`src/rtl/gpio_edge_pkg.sv`:
```
package gpio_edge_pkg;
    localparam int NPIN  = 32;
    localparam int NBANK = 2;

    // word indices (byte offset / 4)
    localparam int W_BEN   = 2;
    localparam int W_DIR   = 4;
    localparam int W_OUT   = 5;
    localparam int W_SET   = 6;
    localparam int W_CLR   = 7;
    localparam int W_IN    = 8;
    localparam int W_SRISE = 9;
    localparam int W_CRISE = 10;
    localparam int W_SFALL = 11;
    localparam int W_CFALL = 12;
    localparam int W_STAT  = 13;

    typedef struct packed {
        logic [NPIN-1:0]  dir;
        logic [NPIN-1:0]  dout;
        logic [NPIN-1:0]  rise_en;
        logic [NPIN-1:0]  fall_en;
        logic [NBANK-1:0] ben;
    } cfg_t;
endpackage

```
`src/rtl/gpio_sync.sv`:
```
module gpio_sync #(
    parameter int WIDTH  = 32,
    parameter int STAGES = 2
) (
    input  logic             clk,
    input  logic             rst_n,
    input  logic [WIDTH-1:0] din,
    output logic [WIDTH-1:0] lvl,
    output logic [WIDTH-1:0] prev
);
    logic [WIDTH-1:0] stg_q [STAGES];
    logic [WIDTH-1:0] prev_q;

    generate
        for (genvar s = 0; s < STAGES; s++) begin : g_stage
            always_ff @(posedge clk or negedge rst_n) begin
                if (!rst_n) begin
                    stg_q[s] <= '0;
                end else if (s == 0) begin
                    stg_q[s] <= din;
                end else begin
                    stg_q[s] <= stg_q[(s == 0) ? 0 : s-1];
                end
            end
        end
    endgenerate

    always_ff @(posedge clk or negedge rst_n) begin
        if (!rst_n) prev_q <= '0;
        else        prev_q <= stg_q[STAGES-1];
    end

    assign lvl  = stg_q[STAGES-1];
    assign prev = prev_q;
endmodule

```
`src/rtl/gpio_edge.sv`:
```
module gpio_edge #(
    parameter int NPIN  = 32,
    parameter int NBANK = 2
) (
    input  logic             clk,
    input  logic             rst_n,
    input  logic [NPIN-1:0]  lvl,
    input  logic [NPIN-1:0]  prev,
    input  logic [NPIN-1:0]  rise_en,
    input  logic [NPIN-1:0]  fall_en,
    input  logic [NPIN-1:0]  clr_mask,
    input  logic [NBANK-1:0] ben,
    output logic [NPIN-1:0]  stat,
    output logic [NBANK-1:0] irq
);
    localparam int BW = NPIN / NBANK;

    logic [NPIN-1:0] stat_d, stat_q, hit;

    always_comb begin
        hit    = (lvl & ~prev & rise_en) | (~lvl & prev & fall_en);
        stat_d = (stat_q & ~clr_mask) | hit;
    end

    always_ff @(posedge clk or negedge rst_n) begin
        if (!rst_n) stat_q <= '0;
        else        stat_q <= stat_d;
    end

    generate
        for (genvar b = 0; b < NBANK; b++) begin : g_bank
            assign irq[b] = ben[b] & (|stat_q[b*BW +: BW]);
        end
    endgenerate

    assign stat = stat_q;
endmodule

```
`src/rtl/gpio_regs.sv`:
```
module gpio_regs
    import gpio_edge_pkg::*;
#(
    parameter int ADDR_W = 8
) (
    input  logic              clk,
    input  logic              rst_n,
    input  logic [ADDR_W-1:0] addr,
    input  logic              we,
    input  logic [NPIN-1:0]   wdata,
    input  logic [NPIN-1:0]   sync_lvl,
    input  logic [NPIN-1:0]   stat,
    output cfg_t              cfg,
    output logic [NPIN-1:0]   stat_clr,
    output logic [NPIN-1:0]   rdata
);
    localparam int WA_W = ADDR_W - 2;

    cfg_t            cfg_d, cfg_q;
    logic [WA_W-1:0] word;
    logic            aligned;

    assign word    = addr[ADDR_W-1:2];
    assign aligned = (addr[1:0] == 2'b00);

    always_comb begin
        cfg_d    = cfg_q;
        stat_clr = '0;
        if (we && aligned) begin
            case (int'(word))
                W_BEN:   cfg_d.ben     = wdata[NBANK-1:0];
                W_DIR:   cfg_d.dir     = wdata;
                W_OUT:   cfg_d.dout    = wdata;
                W_SET:   cfg_d.dout    = cfg_q.dout | wdata;
                W_CLR:   cfg_d.dout    = cfg_q.dout & ~wdata;
                W_SRISE: cfg_d.rise_en = cfg_q.rise_en | wdata;
                W_CRISE: cfg_d.rise_en = cfg_q.rise_en & ~wdata;
                W_SFALL: cfg_d.fall_en = cfg_q.fall_en | wdata;
                W_CFALL: cfg_d.fall_en = cfg_q.fall_en & ~wdata;
                W_STAT:  stat_clr      = wdata;
                default: ;
            endcase
        end
    end

    always_comb begin
        rdata = '0;
        if (aligned) begin
            case (int'(word))
                W_BEN:            rdata[NBANK-1:0] = cfg_q.ben;
                W_DIR:            rdata = cfg_q.dir;
                W_OUT, W_SET, W_CLR: rdata = cfg_q.dout;
                W_IN:             rdata = sync_lvl;
                W_SRISE, W_CRISE: rdata = cfg_q.rise_en;
                W_SFALL, W_CFALL: rdata = cfg_q.fall_en;
                W_STAT:           rdata = stat;
                default:          rdata = '0;
            endcase
        end
    end

    always_ff @(posedge clk or negedge rst_n) begin
        if (!rst_n) begin
            cfg_q.dir     <= '1;
            cfg_q.dout    <= '0;
            cfg_q.rise_en <= '0;
            cfg_q.fall_en <= '0;
            cfg_q.ben     <= '0;
        end else begin
            cfg_q <= cfg_d;
        end
    end

    assign cfg = cfg_q;
endmodule

```
`src/rtl/gpio_edge_ctrl.sv`:
```
module gpio_edge_ctrl
    import gpio_edge_pkg::*;
#(
    parameter int ADDR_W    = 8,
    parameter int SYNC_STGS = 2
) (
    input  logic              clk,
    input  logic              rst_n,
    input  logic [ADDR_W-1:0] bus_addr,
    input  logic              bus_we,
    input  logic [NPIN-1:0]   bus_wdata,
    output logic [NPIN-1:0]   bus_rdata,
    input  logic [NPIN-1:0]   pin_in,
    output logic [NPIN-1:0]   pin_out,
    output logic [NPIN-1:0]   pin_oe,
    output logic [NBANK-1:0]  bank_irq
);
    cfg_t            cfg_w;
    logic [NPIN-1:0] lvl_w, prev_w, stat_w, clr_w;
    logic [NBANK-1:0] ben_w;

    gpio_sync #(.WIDTH(NPIN), .STAGES(SYNC_STGS)) u_sync (
        .clk(clk), .rst_n(rst_n), .din(pin_in), .lvl(lvl_w), .prev(prev_w)
    );

    gpio_regs #(.ADDR_W(ADDR_W)) u_regs (
        .clk(clk), .rst_n(rst_n), .addr(bus_addr), .we(bus_we),
        .wdata(bus_wdata), .sync_lvl(lvl_w), .stat(stat_w),
        .cfg(cfg_w), .stat_clr(clr_w), .rdata(bus_rdata)
    );

    gpio_edge #(.NPIN(NPIN), .NBANK(NBANK)) u_edge (
        .clk(clk), .rst_n(rst_n), .lvl(lvl_w), .prev(prev_w),
        .rise_en(cfg_w.rise_en), .fall_en(cfg_w.fall_en), .clr_mask(clr_w),
        .ben(cfg_w.ben), .stat(stat_w), .irq(bank_irq)
    );

    assign ben_w   = cfg_w.ben;
    assign pin_out = cfg_w.dout;
    assign pin_oe  = ~cfg_w.dir;
endmodule

```
`config.mk`:
```
export PLATFORM = sky130hd
export DESIGN_NAME = gpio_edge_ctrl
export DESIGN_NICKNAME = d
export VERILOG_FILES = /design/src/rtl/gpio_edge_pkg.sv /design/src/rtl/gpio_sync.sv /design/src/rtl/gpio_edge.sv /design/src/rtl/gpio_regs.sv /design/src/rtl/gpio_edge_ctrl.sv
export SDC_FILE = /design/constraint.sdc
export NUM_CORES = 1
export LEC_CHECK = 0
export BUFFER_PORTS_ARGS = -buffer_cell sky130_fd_sc_hd__buf_2
export CORE_MARGIN = 2
export CORE_UTILIZATION = 28
export CTS_BUF_LIST = sky130_fd_sc_hd__clkbuf_4 sky130_fd_sc_hd__clkbuf_8
export CTS_CLUSTER_DIAMETER = 120
export CTS_CLUSTER_SIZE = 24
export DETAILED_ROUTE_END_ITERATION = 10
export MAX_ROUTING_LAYER = met4
export PLACE_DENSITY_LB_ADDON = 0.1
export SETUP_SLACK_MARGIN = 0.4
export SLEW_MARGIN = 10
export SYNTH_ARGS = -nofsm -noshare
export SYNTH_HDL_FRONTEND = slang
export SYNTH_HIERARCHICAL = 1
export SYNTH_SLANG_ARGS = --single-unit
export TNS_END_PERCENT = 5
```
`constraint.sdc`:
```
create_clock -name clk -period 1.9 [get_ports clk]
set_input_delay 0.19 -clock clk [delete_from_list [all_inputs] [get_ports clk]]
set_output_delay 0.19 -clock clk [all_outputs]
set_load 0.05 [all_outputs]
```
==> results.json <==
{
  "status": "finished, violations left",
  "violations": "setup timing",
  "first_pass_iters": 5,
  "start_util_pct": 28.2,
  "rrSetupSlack_ns": 0.94,
  "antenna_found_initial": 7,
  "drtIter0Drc": 460,
  "final_cells": 1847,
  "num_io_pins": 173,
  "drcViolationCount": 0,
  "cts_sinks": 258,
  "clk_path_buf_depth": 3,
  "wire_per_inst_um": 21.2,
  "design_area_sq_um": 16400,
  "cp_num_buf_inv": 1,
  "ys_types": 41,
  "max_slew_margin_pct": 50.3,
  "gp_congestion": 0.782,
  "postPlaceCellArea_sq_um": 14500,
  "placed_cells": 1739,
  "ir_drop_uv": 380,
  "start_kind": "flip-flop",
  "die_w_um": 212,
  "critPathCaptureType": "output pin",
  "hold_violations": 0,
  "clk_pin_slew_ns": 0.16,
  "finalCritPeriodShare_pct": 107,
  "crit_chain": "mux2_2 > a22oi_2 > a21oi_4 > buf_12",
  "clk_latency_ns": 0.57,
  "min_period_ns": 2.03,
  "synth_ff_type": "dfrtp_1",
  "yosysWarnings": 6,
  "p_per_area_nw_per_um2": 662,
  "fmax_ghz": 0.492,
  "grt_pass1_vias": 9660,
  "numCtsBuffers": 14,
  "die_area_sq_um": 44800,
  "setup_ws_ns": -0.133,
  "track_usage_pct": 18.2,
  "syn_avg_cell_area_sq_um": 11.5,
  "drive_above_1_share_pct": 43.7,
  "crit_start": "u_regs/cfg[129]$_DFFE_PN1P_",
  "crit_arrival_ns": 1.84,
  "ys_seq_elements": 258,
  "crit_type": "reg -> out",
  "cts_tree": "yes",
  "total_power_mw": 10.9,
  "grt_max_degree": 66,
  "grt_remaining_overflow": 0,
  "worst_slew_pin_slew_ns": 0.739,
  "ctsRootBufferMaster": "clkbuf_8",
  "portBuffers": 172,
  "min_path_type": "in -> async",
  "maxSlewViolCount": 0,
  "path_max_fanout": 3,
  "reg2reg_depth": 2,
  "htree_levels": 1,
  "final_util_pct": 38.4,
  "setup_tns_ns": -1.19,
  "cpMaxStageDelayCell": "dfstp_2",
  "rsz0062_at_grt": "true",
  "syn_to_final_growth_pct": 36.2,
  "max-cap-violations": 0,
  "synth_cells": 1048,
  "ant_nets": 0,
  "fin_skew_ns": 0.0207,
  "async_flop_share_pct": 100,
  "slowest_delay_ns": 0.58,
  "wirelength_um": 39100,
  "grt_pass1_wl_um": 60500,
  "cellLeakagePower_nw": 6.84,
  "fp.dieH_um": 212,
  "avgViaCountPerCell": 4.96,
  "netlist_area_sq_um": 12100,
  "nets": 1361,
  "rows": 76,
  "yosysSeqAreaShare_pct": 53.8,
  "synthesis.nets": 1123,
  "cp_top_family": "flip-flops",
  "setup_violations": 27,
  "synth_edf_count": 0,
  "hpwl_um": 26300,
  "cp_data_required_time_ns": 1.71,
  "design.core.area_sq_um": 42800,
  "via_count": 9154
}
cells in the mapped netlist, types with 6 or more instances:
cell	n	area [sq um]
dfrtp_1	226	5660
mux2_2	90	1010
nand3_1	67	335
nand3b_1	66	495
a22oi_1	64	480
o21ai_0	64	320
mux2_1	40	450
clkbuf_1	39	146
nand2_1	36	135
inv_1	34	128
o211ai_1	33	248
a22o_1	32	280
and3_1	32	200
buf_4	32	240
dfstp_2	32	841
mux2i_1	32	320
a21oi_1	30	150
nand2b_1	26	163
buf_2	24	120
buf_1	11	41.3
nor4_1	9	56.3
or2b_1	6	45.0
cell type report:
cell class / instances / area, sq um
clock inverter: 1 / 30.0
clock buffer: 23 / 273
timing repair buffer: 328 / 3030
inverter: 34 / 128
antenna: 7 / 17.5
fill: 4191 / 26400
tap: 546 / 683
multi-input combinational: 650 / 5770
sequential: 258 / 6500
through the flow:
stage               setup slack [ns]  hold slack, ns
floorplan                     0.0550          -0.106
global placement              -0.180          0.0972
detailed placement            -0.169          0.0991
CTS                           -0.168          0.0283
global route                  -0.230          0.0375
finish                        -0.133          0.0555
power breakdown:
| part | internal [mW] | switching [mW] |
|---|---|---|
| sequential | 5.86 | 0.314 |
| combinational | 0.761 | 1.04 |
| clock | 1.06 | 1.84 |
layer usage:
metal / up-vias / track usage [%] / share of wire [%]
met1: 4679 / 25.1 / 49
met4: 0 / 3.98 / 1.8
met2: 176 / 28.4 / 46
li1: 4265 / - / -
met3: 34 / 2.46 / 3.5
met5: - / - / 0
worst register-to-register path, cell delays in order (launching register included):
cell and delay (ns):
dfrtp_1 0.43, buf_4 0.14, mux2_1 0.29
worst max-delay path by stage:
stage | endpoint | depth (start not counted)
global route | bus_rdata[22] | 6
floorplan | bus_rdata[11] | 6
finish | bus_rdata[31] | 4
CTS | bank_irq[0] | 4
detailed placement | flip-flop | 7
global placement | flip-flop | 7
placed cells by master (no fill, tap or decap), types with 2 or more instances in the layout:
master         synthesis  layout
a21oi_4                1      31
a22o_1                32      32
a22oi_1               64       3
a22oi_2                0      61
a31oi_4                0       2
and3_1                32      32
buf_12                 0      19
buf_2                 24      79
buf_4                 32      84
buf_6                  0      30
buf_8                  0      34
clkbuf_4               0      24
clkbuf_8               0      16
dfrtp_1              226     220
dfrtp_2                0       6
dfstp_2               32      32
diode_2                0       7
dlygate4sd3_1          0      65
inv_1                 34       3
inv_2                  0      31
mux2_1                40      40
mux2_2                90      85
mux2_4                 0       5
mux2i_1               32      32
nand2_1               36      35
nand2b_1              26      26
nand3_1               67      65
nand3_2                0       2
nand3b_1              66      66
nor2_4                 0       2
nor3_4                 1       3
nor4_1                 9       3
nor4_4                 0       5
o211ai_1              33      33
o21ai_0               64      38
o21ai_1                0      24
o21ai_2                0       2
or2b_1                 6       6
or3b_4                 1       2
logic make-up after synthesis:
family	share of synthesized area, %
flip-flops	53.8
AND/OR/NAND/NOR	13.0
AO/OA/AOI/OAI	12.7
multiplexers	14.8
buffers and inverters	5.60
XOR/XNOR	0.0726
timing repair:
item	in CTS	in global routing
endpoints found under the setup margin	72	90
hold buffers	65	0
hold endpoints to repair	389	0
pin swaps	33	6
buffers inserted	11	1
resized for setup	250	62
Power figures use the tool's default switching activity.
